### config.mk
export PLATFORM = sky130hd
export DESIGN_NAME = regfile_mixed_reset
export DESIGN_NICKNAME = d
export VERILOG_FILES = /design/src/rtl/regfile_pkg.sv /design/src/rtl/rf_rst_sync.sv /design/src/rtl/rf_wr_decode.sv /design/src/rtl/rf_entry.sv /design/src/rtl/rf_read_mux.sv /design/src/rtl/regfile_mixed_reset.sv
export SDC_FILE = /design/constraint.sdc
export NUM_CORES = 1
export LEC_CHECK = 0
export BUFFER_PORTS_ARGS = -buffer_cell sky130_fd_sc_hd__buf_2
export CORE_MARGIN = 1.5
export CORE_UTILIZATION = 40
export DETAILED_ROUTE_END_ITERATION = 7
export PLACE_DENSITY_LB_ADDON = 0.2
export SYNTH_ARGS = -nofsm -noshare
export SYNTH_HDL_FRONTEND = slang
export SYNTH_SLANG_ARGS = --single-unit
### constraint.sdc
create_clock -name clk -period 1.3 [get_ports clk]
set_clock_uncertainty 0.15 [all_clocks]
set_input_delay 0.13 -clock clk [delete_from_list [all_inputs] [get_ports clk]]
set_output_delay 0.13 -clock clk [all_outputs]
set_load 0.01 [all_outputs]
### src/rtl/regfile_pkg.sv
package regfile_pkg;

  // Default geometry of the bank
  localparam int unsigned RF_DATA_W = 8;
  localparam int unsigned RF_DEPTH  = 4;

  // Default per-register reset constants, entry k at slice k
  localparam logic [RF_DEPTH-1:0][RF_DATA_W-1:0] RF_RESET_DEFAULT =
    {8'hFF, 8'h00, 8'h3C, 8'hA5};

endpackage

### src/rtl/rf_rst_sync.sv
module rf_rst_sync #(
  parameter int unsigned STAGES = 2
) (
  input  logic clk_i,
  input  logic rst_ni,
  output logic rst_sync_no
);

  logic [STAGES-1:0] sync_q;
  logic [STAGES-1:0] sync_d;

  always_comb begin
    sync_d = {sync_q[STAGES-2:0], 1'b1};
  end

  always_ff @(posedge clk_i or negedge rst_ni) begin
    if (!rst_ni) begin
      sync_q <= '0;
    end else begin
      sync_q <= sync_d;
    end
  end

  assign rst_sync_no = sync_q[STAGES-1];

endmodule

### src/rtl/rf_wr_decode.sv
module rf_wr_decode #(
  parameter int unsigned DEPTH = 4,
  localparam int unsigned SEL_W = $clog2(DEPTH)
) (
  input  logic             en_i,
  input  logic [SEL_W-1:0] sel_i,
  output logic [DEPTH-1:0] we_o
);

  for (genvar k = 0; k < DEPTH; k++) begin : g_dec
    assign we_o[k] = en_i && (sel_i == SEL_W'(k));
  end

endmodule

### src/rtl/rf_entry.sv
module rf_entry #(
  parameter int unsigned DATA_W = 8,
  parameter logic [DATA_W-1:0] RST_VAL = '0
) (
  input  logic              clk_i,
  input  logic              rst_ni,
  input  logic              we_i,
  input  logic [DATA_W-1:0] d_i,
  output logic [DATA_W-1:0] q_o
);

  logic [DATA_W-1:0] val_q;
  logic [DATA_W-1:0] val_d;

  // Next-state: explicit clock enable
  always_comb begin
    val_d = val_q;
    if (we_i) begin
      val_d = d_i;
    end
  end

  // Bits with RST_VAL=1 use a preset, the rest a clear
  always_ff @(posedge clk_i or negedge rst_ni) begin
    if (!rst_ni) begin
      val_q <= RST_VAL;
    end else begin
      val_q <= val_d;
    end
  end

  assign q_o = val_q;

  AST_WRITE_LANDS: assert property (@(posedge clk_i) disable iff (!rst_ni) we_i |=> (q_o == $past(d_i))) else $error("write lost");
  AST_IDLE_HOLDS: assert property (@(posedge clk_i) disable iff (!rst_ni) !we_i |=> $stable(q_o)) else $error("entry changed without enable");

endmodule

### src/rtl/rf_read_mux.sv
module rf_read_mux #(
  parameter int unsigned DATA_W = 8,
  parameter int unsigned DEPTH  = 4,
  localparam int unsigned SEL_W = $clog2(DEPTH)
) (
  input  logic [DEPTH-1:0][DATA_W-1:0] bank_i,
  input  logic [SEL_W-1:0]             sel_i,
  output logic [DATA_W-1:0]            data_o
);

  always_comb begin
    data_o = '0;
    for (int k = 0; k < DEPTH; k++) begin
      if (sel_i == SEL_W'(k)) begin
        data_o = bank_i[k];
      end
    end
  end

endmodule

### src/rtl/regfile_mixed_reset.sv
module regfile_mixed_reset #(
  parameter int unsigned DATA_W = regfile_pkg::RF_DATA_W,
  parameter int unsigned DEPTH  = regfile_pkg::RF_DEPTH,
  parameter logic [DEPTH-1:0][DATA_W-1:0] RESET_VALUES = regfile_pkg::RF_RESET_DEFAULT,
  localparam int unsigned SEL_W = $clog2(DEPTH)
) (
  input  logic              clk,
  input  logic              rst_n,
  input  logic              wr_en,
  input  logic [SEL_W-1:0]  wr_sel,
  input  logic [DATA_W-1:0] wr_data,
  input  logic [SEL_W-1:0]  rd_sel,
  output logic [DATA_W-1:0] rd_data
);

  logic                         rst_sync_n;
  logic [DEPTH-1:0]             we_vec;
  logic [DEPTH-1:0][DATA_W-1:0] bank;

  rf_rst_sync #(
    .STAGES (2)
  ) u_rst_sync (
    .clk_i       (clk),
    .rst_ni      (rst_n),
    .rst_sync_no (rst_sync_n)
  );

  rf_wr_decode #(
    .DEPTH (DEPTH)
  ) u_wr_decode (
    .en_i  (wr_en),
    .sel_i (wr_sel),
    .we_o  (we_vec)
  );

  for (genvar k = 0; k < DEPTH; k++) begin : g_entry
    rf_entry #(
      .DATA_W  (DATA_W),
      .RST_VAL (RESET_VALUES[k])
    ) u_entry (
      .clk_i  (clk),
      .rst_ni (rst_sync_n),
      .we_i   (we_vec[k]),
      .d_i    (wr_data),
      .q_o    (bank[k])
    );
  end

  rf_read_mux #(
    .DATA_W (DATA_W),
    .DEPTH  (DEPTH)
  ) u_read_mux (
    .bank_i (bank),
    .sel_i  (rd_sel),
    .data_o (rd_data)
  );

  AST_SINGLE_TARGET: assert property (@(posedge clk) disable iff (!rst_sync_n) $countones(we_vec) == (wr_en ? 1 : 0)) else $error("write decode not one-hot");
  AST_RELEASE_PATTERN: assert property (@(posedge clk) disable iff (!rst_n) $rose(rst_sync_n) |-> (bank == RESET_VALUES)) else $error("bank not at reset constants on release");
  AST_IDLE_BANK: assert property (@(posedge clk) disable iff (!rst_sync_n) !wr_en |=> $stable(bank)) else $error("bank changed without write");

endmodule

Yosys cells after proc, flatten, opt, wreduce, memory -nomap -nowiden
Cells that the tools add are included.

Equality and inequality tests: 6. Mux-type cells: 4. Reduce and logical (&&, ||, !) cells: 6.

Operators by type and width (number): 8-bit 2-to-1 mux (4); 2-bit equality test (second input constant) (4); 2-bit by 1-bit equality test with 1-bit output (second input constant) (2); 1-bit logical AND (4); 2-bit zero test (2).

Register bits: 34. Output and inout bits: 8. Word-level logic and storage cells: 21.

Longest topological paths before layout
Gate-level depths: netlist of run 1.

Word-level depth: 5. Gate-level depth with buffers: 2. Gate-level depth less buffers: 2.

Modules after synthesis
Synthesis of run 1 repeated with hierarchy kept, for this count alone.

Cell total of the unflattened synthesis: 85. Area total of the unflattened synthesis: 1634.1 µm².

By module, submodules not included: rf_entry at g_entry[0].u_entry ... (times used 2, cells each 17, area an instance 336.6 µm²); rf_entry at g_entry[3].u_entry (times used 1, cells each 17, area an instance 341.6 µm²); rf_entry at g_entry[2].u_entry (times used 1, cells each 17, area an instance 331.6 µm²); rf_read_mux (times used 1, cells each 10, area an instance 196.4 µm²); rf_rst_sync (times used 1, cells each 3, area an instance 53.8 µm²); rf_wr_decode (times used 1, cells each 4, area an instance 37.5 µm²).

Least setup slack after synthesis of run 1
No wires, ideal clock.

Path kind: input-to-output. From: input rd_sel[0]. To: output rd_data[0]. Arrival time: 0.918 ns. Data required time: 1.020 ns. Setup slack: 0.102 ns. Cell stages on the path: 2. Path buffers: 1. Cell sequence: buf_2 mux4_2.

Cells in the longest elaborated chain, start to end: 5. Elaborated cells on any way between the ends: 8. Those cells by class: eq/ne: 3; mux: 4; reduce/logical: 1.

Ends and longest elaborated chain: start, declared (RTL line regfile_mixed_reset.sv:12) `input logic [SEL_W-1:0] rd_sel,`; 2-bit zero test (RTL line rf_read_mux.sv:14) `if (sel_i == SEL_W'(k)) begin`; 8-bit 2-to-1 mux (3 in a row) (RTL line rf_read_mux.sv:14); 8-bit 2-to-1 mux (*) (RTL line rf_read_mux.sv:14); end, declared (RTL line regfile_mixed_reset.sv:13) `output logic [DATA_W-1:0] rd_data`.

Every way passes the cells marked *; elsewhere a longest branch is shown, timed or not.

Worst setup path in the final report of run 1
From: register g_entry[2].u_entry.val_q[1]. To: output rd_data[1].

Cells in the longest elaborated chain, start to end: 2.

Ends and longest elaborated chain: start, declared (RTL line rf_entry.sv:12) `logic [DATA_W-1:0] val_q;`; start signal, assigned (RTL line rf_entry.sv:28) `val_q <= val_d;`; 8-bit 2-to-1 mux (2 in a row) (RTL line rf_read_mux.sv:14).

No other way between the ends.

==> results of run 1 <==
==> Yosys cell counts <==
cell / n / area share [%]
mux4_2: 8 / 12
buf_2: 1 / 0.34
nand3b_2: 2 / 1.5
conb_1: 1 / 0.25
mux2_2: 32 / 24
nor3b_4: 1 / 1.3
dfstp_2: 16 / 28
buf_1: 1 / 0.25
nand3_2: 1 / 0.68
dfrtp_1: 18 / 31
==> critical path: cells and delay by family (launching register included) <==
family / cells / cell delay (ps)
buf+inv: 1 / 140
flops: 1 / 380
mux: 1 / 480
==> what timing repair did <==
| item | in CTS | in global routing |
|---|---|---|
| setup buffers | 0 | 1 |
| endpoints found under the hold margin | 34 | 0 |
| hold buffers | 10 | 0 |
| resized for setup | 2 | 4 |
| setup endpoints to repair | 8 | 8 |
==> stage by stage <==
| stage | instances | worst slack, ps | TNS (ps) |
|---|---|---|---|
| 2_1_floorplan | 81 | 102 | 0 |
| 3_3_place_gp | 155 | -11.4 | -19.1 |
| 3_5_place_dp | 155 | -11.3 | -18.2 |
| 4_1_cts | 173 | -266 | -1980 |
| 5_1_grt | 174 | -297 | -2240 |
| 6_report | 174 | -252 | -1910 |
==> logic make-up after synthesis <==
logic type / Yosys count / synth area share, %
muxes: 40 / 36.6
DFF: 34 / 59.0
and+or+nand+nor: 4 / 3.48
buffers and inverters: 2 / 0.593
other: 1 / 0.254
==> registers in the layout, indices dropped and copies added (netlist names) <==
name	count
g_entry.u_entry.q_o	32
u_rst_sync.sync_q	2
==> layout make-up <==
cell class	instances	area [um2]	share of cell area (%)
clock buffer	8	90.1	4.61
multi-input combinational	45	596	30.5
sequential	34	871	44.6
tap	46	57.6	2.94
timing repair buffer	41	340	17.4
==> path summary, 6_finish.rpt <==
kind	end	slack, ps	cells after the start
max	rd_data[1]	-250	2
min	g_entry[0].u_entry.q_o[1]	60	1
max reg2reg	g_entry[2].u_entry.q_o[5]	290	2
min reg2reg	g_entry[0].u_entry.q_o[1]	60	1
max in group asynchronous	u_rst_sync.sync_q[0]	340	3
min in group clk	u_rst_sync.sync_q[1]	210	0
==> per-layer routing <==
| layer | GRT usage, % | up-vias | wire, um |
|---|---|---|---|
| met5 | 0 | - | 0 |
| met4 | 6.52 | 0 | 67 |
| met3 | 5.28 | 8 | 96 |
| met2 | 24.3 | 16 | 1360 |
| met1 | 17.8 | 447 | 1110 |
| li1 | - | 394 | - |
==> report_power, final <==
group	switching (mW)	internal (mW)
combinational	0.202	0.392
sequential	0.0837	1.32
clock	0.354	0.431
total	0.640	2.14
==> flow_summary_export.csv, run 1 <==
group,metric,value,unit
route,wl,2630,um
clocking,clock_tree.root_cell,"clkbuf_8",
timing,finalSetupViolCount,8,
setup_path,required,1020,ps
setup_path,max_stage_delay,480,ps
logic_synthesis,syn-num-nets,96,
timing,worst_slack,-252,ps
die,core_area,3440,um2
final_layout,drive_above_1_share,75.8,%
clocking,clockBufferDepth,2,
logic_synthesis,seq_area_frac_synth,59.0,%
timing,finalHoldViolations,0,
logic_synthesis,synth_cell_types,10,
die,ios,23,
final_layout,nFillCells,300,
logic_synthesis,synth-seq-cells,34,
setup_path,startpoint_type,"register",
setup_path,startpoint,"g_entry[2].u_entry.q_o[1]",
logic_synthesis,syn_avg_cell_area,18.2,um2
clocking,numCtsBuffers,5,
clocking,clkTransAtPathRegs,70,ps
status,failed_checks,"setup timing",
die,die_x,63.7,um
clocking,clock_sinks,34,
setup_path,critPathCaptureType,"primary output",
power,p_per_area,1420,nW/um2
final_layout,area_delta_synth_final,32.5,%
setup_path,arrival,1270,ps
die,row_count,21,
global_routing,overflow,0,
job,maxCapViolations,0,
logic_synthesis,netlist_area,1480,um2
logic_synthesis,postSynthCellCount,81,
power,irDropWorstVdd,0.000737,V
global_routing,grt_pass1_wl,4420,um
placement,gp_congestion,0.681,
die,die_y,63.7,um
final_layout,final_nets,142,
setup_path,cp_slowest_cell,"mux4_2",
setup_path,r2r-start,"g_entry[2].u_entry.q_o[5]",
global_routing,grt_antenna_before_repair,0,
timing,drv_slew,0,
route,drtAntennaViolNets,0,
route,first_iter_violations,14,
clocking,cts_tree,"done",
global_routing,grt_max_degree,17,
route,via_per_inst,4.97,
global_routing,grt_usage,14.9,%
timing,fmax,644,MHz
hold_path,hold_class,"register to async pin",
final_layout,final_common_cell,"mux2_2",
setup_path,critical_path_class,"register to primary output",
timing,hold_ws,61.4,ps
placement,placed_area,1720,um2
clocking,h-tree-depth,2,
setup_path,path_max_fanout,2,
clocking,clk_latency,280,ps
logic_synthesis,yosys_warnings,0,
final_layout,diodes,0,
timing,final.period_utilization,119,%
timing,period_minus_slack,1550,ps
power,power,2.78,mW
final_layout,final_cell_mix,"mux2_2, dfrtp_1, dfstp_2, buf_2, dlygate4sd3_1",
global_routing,grt_pass1_vias,935,
setup_path,crit_chain,"mux4_2 > buf_6",
placement,portBuffers,22,
route,vias,865,
power,p_leak,0.830,nW
final_layout,utilization,56.8,%
route,firstDrtPassIters,2,
final_layout,fin_area,1950,um2
route,drc,0,
timing,rsz0062_at_grt,"true",
die,die_area,4060,um2
status,outcome,"finished, violations left",
route,wl_per_cell,15.1,um
die,initial_core_util,42.9,%
Power figures use the tool's default switching activity.
==> inputs of run 2 (changes only) <==
--- a/config.mk
+++ b/config.mk
@@ -7,9 +7,9 @@
 export LEC_CHECK = 0
 export BUFFER_PORTS_ARGS = -buffer_cell sky130_fd_sc_hd__buf_2
 export CORE_MARGIN = 1.5
-export CORE_UTILIZATION = 40
+export CORE_UTILIZATION = 55
 export DETAILED_ROUTE_END_ITERATION = 7
-export PLACE_DENSITY_LB_ADDON = 0.2
+export PLACE_DENSITY = 0.84
 export SYNTH_ARGS = -nofsm -noshare
 export SYNTH_HDL_FRONTEND = slang
 export SYNTH_SLANG_ARGS = --single-unit
==> run 2 against run 1 <==
Effect of this change: the flow still finishes with violations (setup timing); global-route usage up 6.7 points; clock power fell by 22%; via count down 0.58%; combinational power is essentially flat; critical path type unchanged.
==> flow_summary_export.csv, run 2 (same netlist as run 1, synthesis figures left out) <==
group,metric,value,unit
setup_path,required,1020,ps
clocking,clock_sinks,34,
setup_path,cp_slowest_cell,"mux4_2",
setup_path,max_stage_delay,480,ps
final_layout,area_delta_synth_final,27.5,%
final_layout,final_cell_mix,"mux2_2, dfrtp_1, dfstp_2, buf_2, dlygate4sd3_1",
clocking,h-tree-depth,2,
power,p_per_area,1390,nW/um2
timing,finalSetupViolCount,8,
setup_path,arrival,1340,ps
setup_path,path_max_fanout,2,
route,drtAntennaViolNets,0,
clocking,clockBufferDepth,2,
clocking,cts_tree,"done",
global_routing,grt_pass1_wl,4150,um
timing,drv_slew,0,
final_layout,final_common_cell,"mux2_2",
status,outcome,"finished, violations left",
route,drc,0,
route,wl_per_cell,16.4,um
route,via_per_inst,5.51,
setup_path,startpoint_type,"register",
timing,final.period_utilization,125,%
job,maxCapViolations,0,
power,p_leak,0.804,nW
die,initial_core_util,59.0,%
die,die_x,54.8,um
final_layout,diodes,0,
final_layout,multi_input_area,596,um2
clocking,clkTransAtPathRegs,100,ps
final_layout,final_nets,140,
final_layout,seq_area,871,um2
power,power,2.61,mW
die,die_area,3000,um2
timing,worst_slack,-319,ps
setup_path,critPathCaptureType,"primary output",
final_layout,nFillCells,146,
global_routing,grt_antenna_before_repair,0,
setup_path,critical_path_class,"register to primary output",
timing,period_minus_slack,1620,ps
route,first_iter_violations,8,
hold_path,hold_class,"register to async pin",
setup_path,timing.reg2reg.worst_path_depth,2,
power,irDropWorstVdd,0.00129,V
clocking,clk_latency,320,ps
die,core_area,2500,um2
placement,pre_cts_slack,-5.66,ps
status,failed_checks,"setup timing",
timing,finalHoldViolations,0,
die,row_count,18,
route,wl,2560,um
timing,rsz0062_at_grt,"true",
placement,portBuffers,22,
die,die_y,54.8,um
final_layout,drive_above_1_share,77.0,%
global_routing,grt_usage,21.6,%
clocking,clock_tree.root_cell,"clkbuf_4",
final_layout,largest_reg_flops,32,
global_routing,overflow,0,
timing,setup_tns,-2400,ps
timing,fmax,618,MHz
die,ios,23,
placement,gp_congestion,0.640,
route,firstDrtPassIters,6,
clocking,numCtsBuffers,5,
setup_path,crit_chain,"mux4_2 > buf_6",
placement,hpwl,1780,um
global_routing,grt_max_degree,25,
route,vias,860,
global_routing,grt_pass1_vias,863,
==> run 2: report_power, final <==
group	switching [mW]	leakage, nW	total [mW]	internal, mW
clock network	0.350	0.0343	0.610	0.260
logic	0.203	0.389	0.594	0.391
registers	0.0922	0.381	1.41	1.32
total	0.646	0.804	2.61	1.97
==> run 2: worst paths after layout <==
path	end	slack (ps)	startpoint
hold / removal	g_entry[0].u_entry.q_o[3]	30	u_rst_sync.sync_q[1]
setup / recovery	rd_data[7]	-320	g_entry[2].u_entry.q_o[7]
max in group asynchronous	u_rst_sync.sync_q[1]	370	rst_n
hold reg to reg	g_entry[0].u_entry.q_o[3]	30	u_rst_sync.sync_q[1]
min in group clk	g_entry[3].u_entry.q_o[7]	190	wr_en
setup reg to reg	g_entry[0].u_entry.q_o[1]	280	g_entry[0].u_entry.q_o[1]
==> run 2: timing repair <==
item                                   in CTS  in global routing
gates resized for setup                     1                  5
buffers inserted                            2                  0
setup endpoints to repair                   8                  8
endpoints found under the hold margin      34                  0
hold buffers                               10                  0
==> run 2: per-layer routing <==
layer | GRT usage (%) | share of wire (%) | routed length, um
met1 | 24.7 | 41 | 1060
met2 | 36.7 | 54 | 1390
met4 | 10.0 | 1.3 | 34
met3 | 6.56 | 3.2 | 82
met5 | 0 | 0 | 0
==> run 2: final cells by class <==
type                    instances  share of cell area [%]
flip-flops and latches         34                    46.3
repair buffers                 39                    16.6
clock buffers                   6                    2.73
multi-input cells              45                    31.7
clock inverters                 2                   0.665
well taps                      30                    2.00
==> run 2: through the flow <==
stage                     utilization, %  instances  instance area (um2)  hold WS [ps]
after floorplan                        -         81                 1480          -316
after global placement              66.6        136                 1660          -235
after detailed placement            66.6        136                 1660          -232
after CTS                           74.0        156                 1850          37.3
final                               75.2        156                 1880          27.6
after global routing                75.2        156                 1880          75.8
==> run 2: critical path, delay by kind of cell, from the launching register on <==
family / cells / cell delay (ps)
buffers and inverters: 1 / 140
DFF: 1 / 400
muxes: 1 / 480
